### config.mk
export PLATFORM = sky130hd
export DESIGN_NAME = hzd_stall_unit
export DESIGN_NICKNAME = d
export VERILOG_FILES = /design/src/rtl/hzd_pkg.sv /design/src/rtl/hzd_src_decode.sv /design/src/rtl/hzd_stage_match.sv /design/src/rtl/hzd_stall_combine.sv /design/src/rtl/hzd_stall_unit.sv
export SDC_FILE = /design/constraint.sdc
export NUM_CORES = 1
export LEC_CHECK = 0
export BUFFER_PORTS_ARGS = -buffer_cell sky130_fd_sc_hd__buf_2
export CORE_AREA = 5 5 42 44
export DETAILED_ROUTE_END_ITERATION = 6
export DIE_AREA = 0 0 47 49
export GPL_TIMING_DRIVEN = 1
export PLACE_DENSITY_LB_ADDON = 0.2
export SYNTH_ARGS = -nofsm -noshare
export SYNTH_HDL_FRONTEND = slang
export SYNTH_SLANG_ARGS = --single-unit
### constraint.sdc
create_clock -name vclk -period 1.5
set_clock_uncertainty 0.2 [all_clocks]
set_input_delay 0 -clock vclk [all_inputs]
set_output_delay 0 -clock vclk [all_outputs]
set_load 0.05 [all_outputs]
### src/rtl/hzd_pkg.sv
package hzd_pkg;
  typedef enum logic [2:0] {
    K_NONE   = 3'd0,
    K_REG    = 3'd1,
    K_IMM    = 3'd2,
    K_STORE  = 3'd3,
    K_BRANCH = 3'd4
  } op_kind_e;

  // Number of producer stages watched (execute, memory).
  localparam int NUM_STAGES = 2;
  // Stage index after which a load result exists.
  localparam int LOAD_READY_STAGE = 1;
endpackage

### src/rtl/hzd_src_decode.sv
module hzd_src_decode
  import hzd_pkg::*;
(
  input  logic [2:0] kind,
  output logic       use_a,
  output logic       use_b,
  output logic       is_branch
);
  op_kind_e k;

  always_comb begin
    k         = op_kind_e'(kind);
    use_a     = 1'b0;
    use_b     = 1'b0;
    is_branch = 1'b0;
    unique case (k)
      K_REG, K_STORE: begin
        use_a = 1'b1;
        use_b = 1'b1;
      end
      K_IMM: use_a = 1'b1;
      K_BRANCH: begin
        use_a     = 1'b1;
        use_b     = 1'b1;
        is_branch = 1'b1;
      end
      default: ;
    endcase
  end
endmodule

### src/rtl/hzd_stage_match.sv
module hzd_stage_match #(
  parameter int REG_W = 5
) (
  input  logic [REG_W-1:0] src_a,
  input  logic [REG_W-1:0] src_b,
  input  logic             use_a,
  input  logic             use_b,
  input  logic [REG_W-1:0] dst,
  input  logic             wr_en,
  output logic             hit
);
  logic producer;

  // Register zero is hard-wired, so writing it produces nothing.
  assign producer = wr_en && (dst != '0);
  assign hit = producer &&
               ((use_a && (src_a == dst)) || (use_b && (src_b == dst)));
endmodule

### src/rtl/hzd_stall_combine.sv
module hzd_stall_combine #(
  parameter int NSTG       = 2,
  parameter int LOAD_READY = 1
) (
  input  logic [NSTG-1:0] hit,
  input  logic [NSTG-1:0] is_load,
  input  logic            is_branch,
  output logic            stall
);
  logic [NSTG-1:0] need;

  // A branch needs its operands in decode; other readers need them one
  // stage later, in execute. Stage s holds its result after stage
  // "ready" completes: loads after LOAD_READY, other ops after 0.
  for (genvar s = 0; s < NSTG; s++) begin : g_stage
    localparam bit LD_BR  = (s <= LOAD_READY);
    localparam bit LD_OTH = (s <  LOAD_READY);
    localparam bit AL_BR  = (s == 0);
    assign need[s] = hit[s] &&
                     (is_load[s] ? (is_branch ? LD_BR : LD_OTH)
                                 : (is_branch && AL_BR));
  end

  assign stall = |need;
endmodule

### src/rtl/hzd_stall_unit.sv
module hzd_stall_unit
  import hzd_pkg::*;
#(
  parameter int REG_W = 5
) (
  input  logic [2:0]       id_kind,
  input  logic [REG_W-1:0] id_rs,
  input  logic [REG_W-1:0] id_rt,
  input  logic [REG_W-1:0] ex_rd,
  input  logic             ex_wr,
  input  logic             ex_ld,
  input  logic [REG_W-1:0] mem_rd,
  input  logic             mem_wr,
  input  logic             mem_ld,
  output logic             pc_write,
  output logic             ifid_write,
  output logic             ctrl_zero
);
  localparam int NSTG = NUM_STAGES;

  logic             use_a, use_b, is_branch;
  logic [REG_W-1:0] stg_dst [NSTG];
  logic [NSTG-1:0]  stg_wr, stg_ld, stg_hit;
  logic             stall;

  assign stg_dst[0] = ex_rd;
  assign stg_dst[1] = mem_rd;
  assign stg_wr     = {mem_wr, ex_wr};
  assign stg_ld     = {mem_ld, ex_ld};

  hzd_src_decode u_src (
    .kind      (id_kind),
    .use_a     (use_a),
    .use_b     (use_b),
    .is_branch (is_branch)
  );

  for (genvar s = 0; s < NSTG; s++) begin : g_match
    hzd_stage_match #(.REG_W(REG_W)) u_match (
      .src_a (id_rs),
      .src_b (id_rt),
      .use_a (use_a),
      .use_b (use_b),
      .dst   (stg_dst[s]),
      .wr_en (stg_wr[s]),
      .hit   (stg_hit[s])
    );
  end

  hzd_stall_combine #(.NSTG(NSTG), .LOAD_READY(LOAD_READY_STAGE)) u_comb (
    .hit       (stg_hit),
    .is_load   (stg_ld),
    .is_branch (is_branch),
    .stall     (stall)
  );

  assign pc_write   = !stall;
  assign ifid_write = !stall;
  assign ctrl_zero  = stall;
endmodule

* Yosys cells after proc, flatten, opt, wreduce, memory -nomap -nowiden
Index checks and enable logic that the tools add are counted.
** Word-level totals
- Output and inout bits :: 3
- Logic and storage cells :: 32
- Register bits after elaboration :: 0
- Input bits :: 27
** Operators by class
- Equality and inequality tests :: 8
- Multiplexer cells :: 6
- Reductions and logical operators :: 18
** Operator list (number)
- 5-bit == test :: 4
- 1-bit logical AND :: 10
- 5-bit nonzero test :: 2
- 3-bit by 2-bit == test with 1-bit output, second input constant :: 2
- 1-bit two-way mux :: 6
- 4-bit OR reduction :: 1
- 3-bit by 1-bit == test with 1-bit output, second input constant :: 1
- 3-bit == test, second input constant :: 1
- 3-bit OR reduction :: 1
- 1-bit logical OR :: 2
- 2-bit OR reduction :: 1
- 1-bit logical NOT :: 1

* Logic depth before layout (Yosys ltp)
- Depth in word-level cells :: 9
- Depth in mapped cells :: 5
- Gate-level depth less buffers :: 4

* By module
A second synthesis with hierarchy kept.
** Unflattened totals
- Cells, all modules :: 43
- Area total of the unflattened synthesis :: 330.3 um^2
** By module, submodules not included
- hzd_stage_match :: seq. area each 0.0 um^2, area an instance 133.9 um^2, cells an instance 17, instances 2
- hzd_src_decode :: seq. area each 0.0 um^2, area an instance 37.5 um^2, cells an instance 4, instances 1
- hzd_stall_combine :: seq. area each 0.0 um^2, area an instance 13.8 um^2, cells an instance 3, instances 1
- hzd_stall_unit :: seq. area each 0.0 um^2, area an instance 11.3 um^2, cells an instance 2, instances 1

* Least setup slack after synthesis
Ideal clock, no wire load.
- Kind :: input port to output port
- Start point :: input id_kind[1]
- End point :: output ctrl_zero
- Arrival :: 1.802 ns
- Data required time :: 1.300 ns
- Stages on the path :: 4
- Path buffers :: 0
- Path slack :: -0.502 ns
- Cell sequence :: nor3b_4 > o2111ai_1 > o22a_1 > o32ai_1
** Between the ends
- Longest elaborated chain between the ends :: 8
- Elaborated cells on any way between the ends :: 23
- Classes of those cells :: eq/ne (4); mux (6); reduce/logical (13)
** Ends and longest elaborated chain
- start: declaration :: line hzd_stall_unit.sv:6 : input logic [2:0] id_kind,
- 3-bit by 2-bit == test with 1-bit output (tied with other cells) :: line hzd_src_decode.sv:16 : unique case (k)
- 4-bit OR reduction (no source line) / 3-bit OR reduction (equally long branches)
- 1-bit two-way mux :: line hzd_src_decode.sv:16
- 1-bit logical AND :: line hzd_stage_match.sv:17 : ((use_a && (src_a == dst)) || (use_b && (src_b == dst)));
- 1-bit logical OR :: line hzd_stage_match.sv:17
- 1-bit logical AND :: line hzd_stage_match.sv:16 : assign hit = producer &&
- 1-bit logical AND :: line hzd_stall_combine.sv:19 : assign need[s] = hit[s] &&
- 2-bit OR reduction * :: line hzd_stall_combine.sv:24 : assign stall = |need;
- end: declaration :: line hzd_stall_unit.sv:17 : output logic ctrl_zero
Every way passes the cells marked *; elsewhere a longest branch is shown, timed or not.

* Worst setup path after layout
- Start point :: input mem_rd[0]
- End point :: output ifid_write
** Between the ends
- Longest elaborated chain between the ends :: 7
- Elaborated cells on any way between the ends :: 11
- Classes of those cells :: eq/ne (2); reduce/logical (9)
** Ends and longest elaborated chain
- start: declaration :: line hzd_stall_unit.sv:12 : input logic [REG_W-1:0] mem_rd,
- 5-bit == test :: line hzd_stage_match.sv:17
- 1-bit logical AND :: line hzd_stage_match.sv:17
- 1-bit logical OR :: line hzd_stage_match.sv:17
- 1-bit logical AND * :: line hzd_stage_match.sv:16
- 1-bit logical AND * :: line hzd_stall_combine.sv:19
- 2-bit OR reduction * :: line hzd_stall_combine.sv:24
- 1-bit logical NOT * :: line hzd_stall_unit.sv:58 : assign ifid_write = !stall;
- end: declaration :: line hzd_stall_unit.sv:16 : output logic ifid_write,
Marked as above.

==> impl_metrics.tcl <==
set metrics [dict create \
    finalCoreUtilization_pct 41.3 \
    yosysSeqAreaShare_pct 0 \
    period_needed_ps 1470 \
    hold_violations 0 \
    place_congestion 0.749 \
    status "complete, no violations" \
    cts_setup_buffers 0 \
    p_per_area_nw_per_um2 253 \
    critPathLaunchType "input pin" \
    drv_cap 0 \
    path_cells "buf_2, or4_4, o2111ai_4, o32a_4, buf_4" \
    worst_pin_slew_ps 390 \
    netlist_top_cells_count "10 x xnor2_1, 10 x xor2_1, 3 x nor2_1" \
    place_inst 91 \
    die_w_um 47 \
    num_antenna_cells 0 \
    arrival_ps 1270 \
    busiest_layer "met1" \
    io_pins 30 \
    core_sq_um 1400 \
    ff_latch_area_sq_um 0 \
    grt_use_met3_pct 1.85 \
    synth_cells 41 \
    antenna_left 0 \
    use_met1_pct 13.0 \
    synth_top_cell_by_area "xnor2_1" \
    slowest_stage "or4_4" \
    num_vias 424 \
    track_usage_pct 8.49 \
    period_share_pct 98.3 \
    required_ps 1300 \
    grt_pass1_vias 409 \
    place_area_sq_um 558 \
    fin_cells 91 \
    end_kind "output pin" \
    overflow 0 \
    final-setup-viol-count 0 \
    ys_types 20 \
    dr.pass1.iters 2 \
    antenna_found_initial 0 \
    clockBufferCount 0 \
    synth_area_leaders "xnor2_1 26%, xor2_1 26%, nor3b_4 5.6%" \
    report.final.slew_viol_count 0 \
    rows 14 \
    numSequentialCells 0 \
    area_delta_synth_final_pct 71.5 \
    netlist.area_leader.share_pct 25.9 \
    holdBufCountCts 0 \
    dieArea_sq_um 2300 \
    leakage_nw 0.243 \
    grt_pass1_wl_mm 1.56 \
    synthesis.nets 68 \
    drc 0 \
    path_class "in -> out" \
    max_freq_mhz 679 \
    netlist_area_sq_um 338 \
    vdd_drop_max_uv 103 \
    portBuffers 30 \
    via_per_inst 4.66 \
    max_slew_margin_pct 73.7 \
    wirelength_mm 1.08 \
    layout.nets 104 \
    rsz0062_at_grt "yes" \
    final_cell_area_sq_um 579 \
    dpl.hpwl_um 984 \
    yosys_warnings 0 \
    slowest_delay_ps 550 \
    final_layout_size_suffix_gt1_share_pct 56.0 \
    worstHoldPathType "in -> out" \
    wire_per_inst_um 11.8 \
    grt_max_degree 4 \
    syn_area_per_cell_sq_um 8.24 \
    drt-initial-drc-count 2 \
    cp_max_fo 2 \
    grt_util_met2_pct 12.7 \
    die_y_um 49 \
    start_util_pct 24.1 \
]
## report_power, final
part	internal, mW	switching (mW)	total [mW]
clock network	0	0	0
logic	0.0771	0.0693	0.146
registers	0	0	0
## layer usage
metal  wire, um  vias up
met3        131        0
li1           -      219
met2        487       21
met4          0        0
met1        459      184
met5          0        -
## kinds of logic (layout without fill, tap and decap cells)
logic type	Yosys count	count (layout)	share of synthesized area (%)
buffers and inverters	1	35	2.22
AO/OA/AOI/OAI	9	9	24.1
AND/OR/NAND/NOR	11	11	21.9
XOR/XNOR	20	20	51.8
## final timing paths
kind          to  slack, ps      start  depth (start not counted)
max   ifid_write         30  mem_rd[0]                          5
min    ctrl_zero        270     mem_ld                          4
## cells in the final DEF (no fill, tap or decap), types with 2 or more instances in the layout
cell,count
nor3_1,2
xnor2_1,10
buf_2,27
buf_4,7
nor2_1,2
xor2_1,10
## what timing repair did
action,in CTS,in global routing
resized for setup,0,7
hold endpoints to repair,0,0
setup endpoints to repair,2,3
## critical path, delay by kind of cell
| kind | cells | cell delay, ps |
|---|---|---|
| AOI/OAI and AO/OA | 2 | 430 |
| buffers and inverters | 2 | 300 |
| and+or+nand+nor | 1 | 550 |
## layout make-up
| class | instances | area [sq um] |
|---|---|---|
| multi-input combinational | 40 | 364 |
| fill | 159 | 822 |
| timing repair buffer | 35 | 195 |
| tap | 16 | 20.0 |
## stage by stage
step                      hold WS (ps)  total power, mW  TNS (ps)  worst slack (ps)
after floorplan                   78.9           0.0692     -17.5             -17.5
after global placement             272            0.144     -28.8             -14.5
after detailed placement           269            0.144     -90.4             -45.4
after CTS                          270            0.145     -86.3             -43.4
after global routing               292            0.160     -1.15            -0.704
final                              268            0.146         0              26.2
Note: power is estimated with default switching activity, not from simulation.
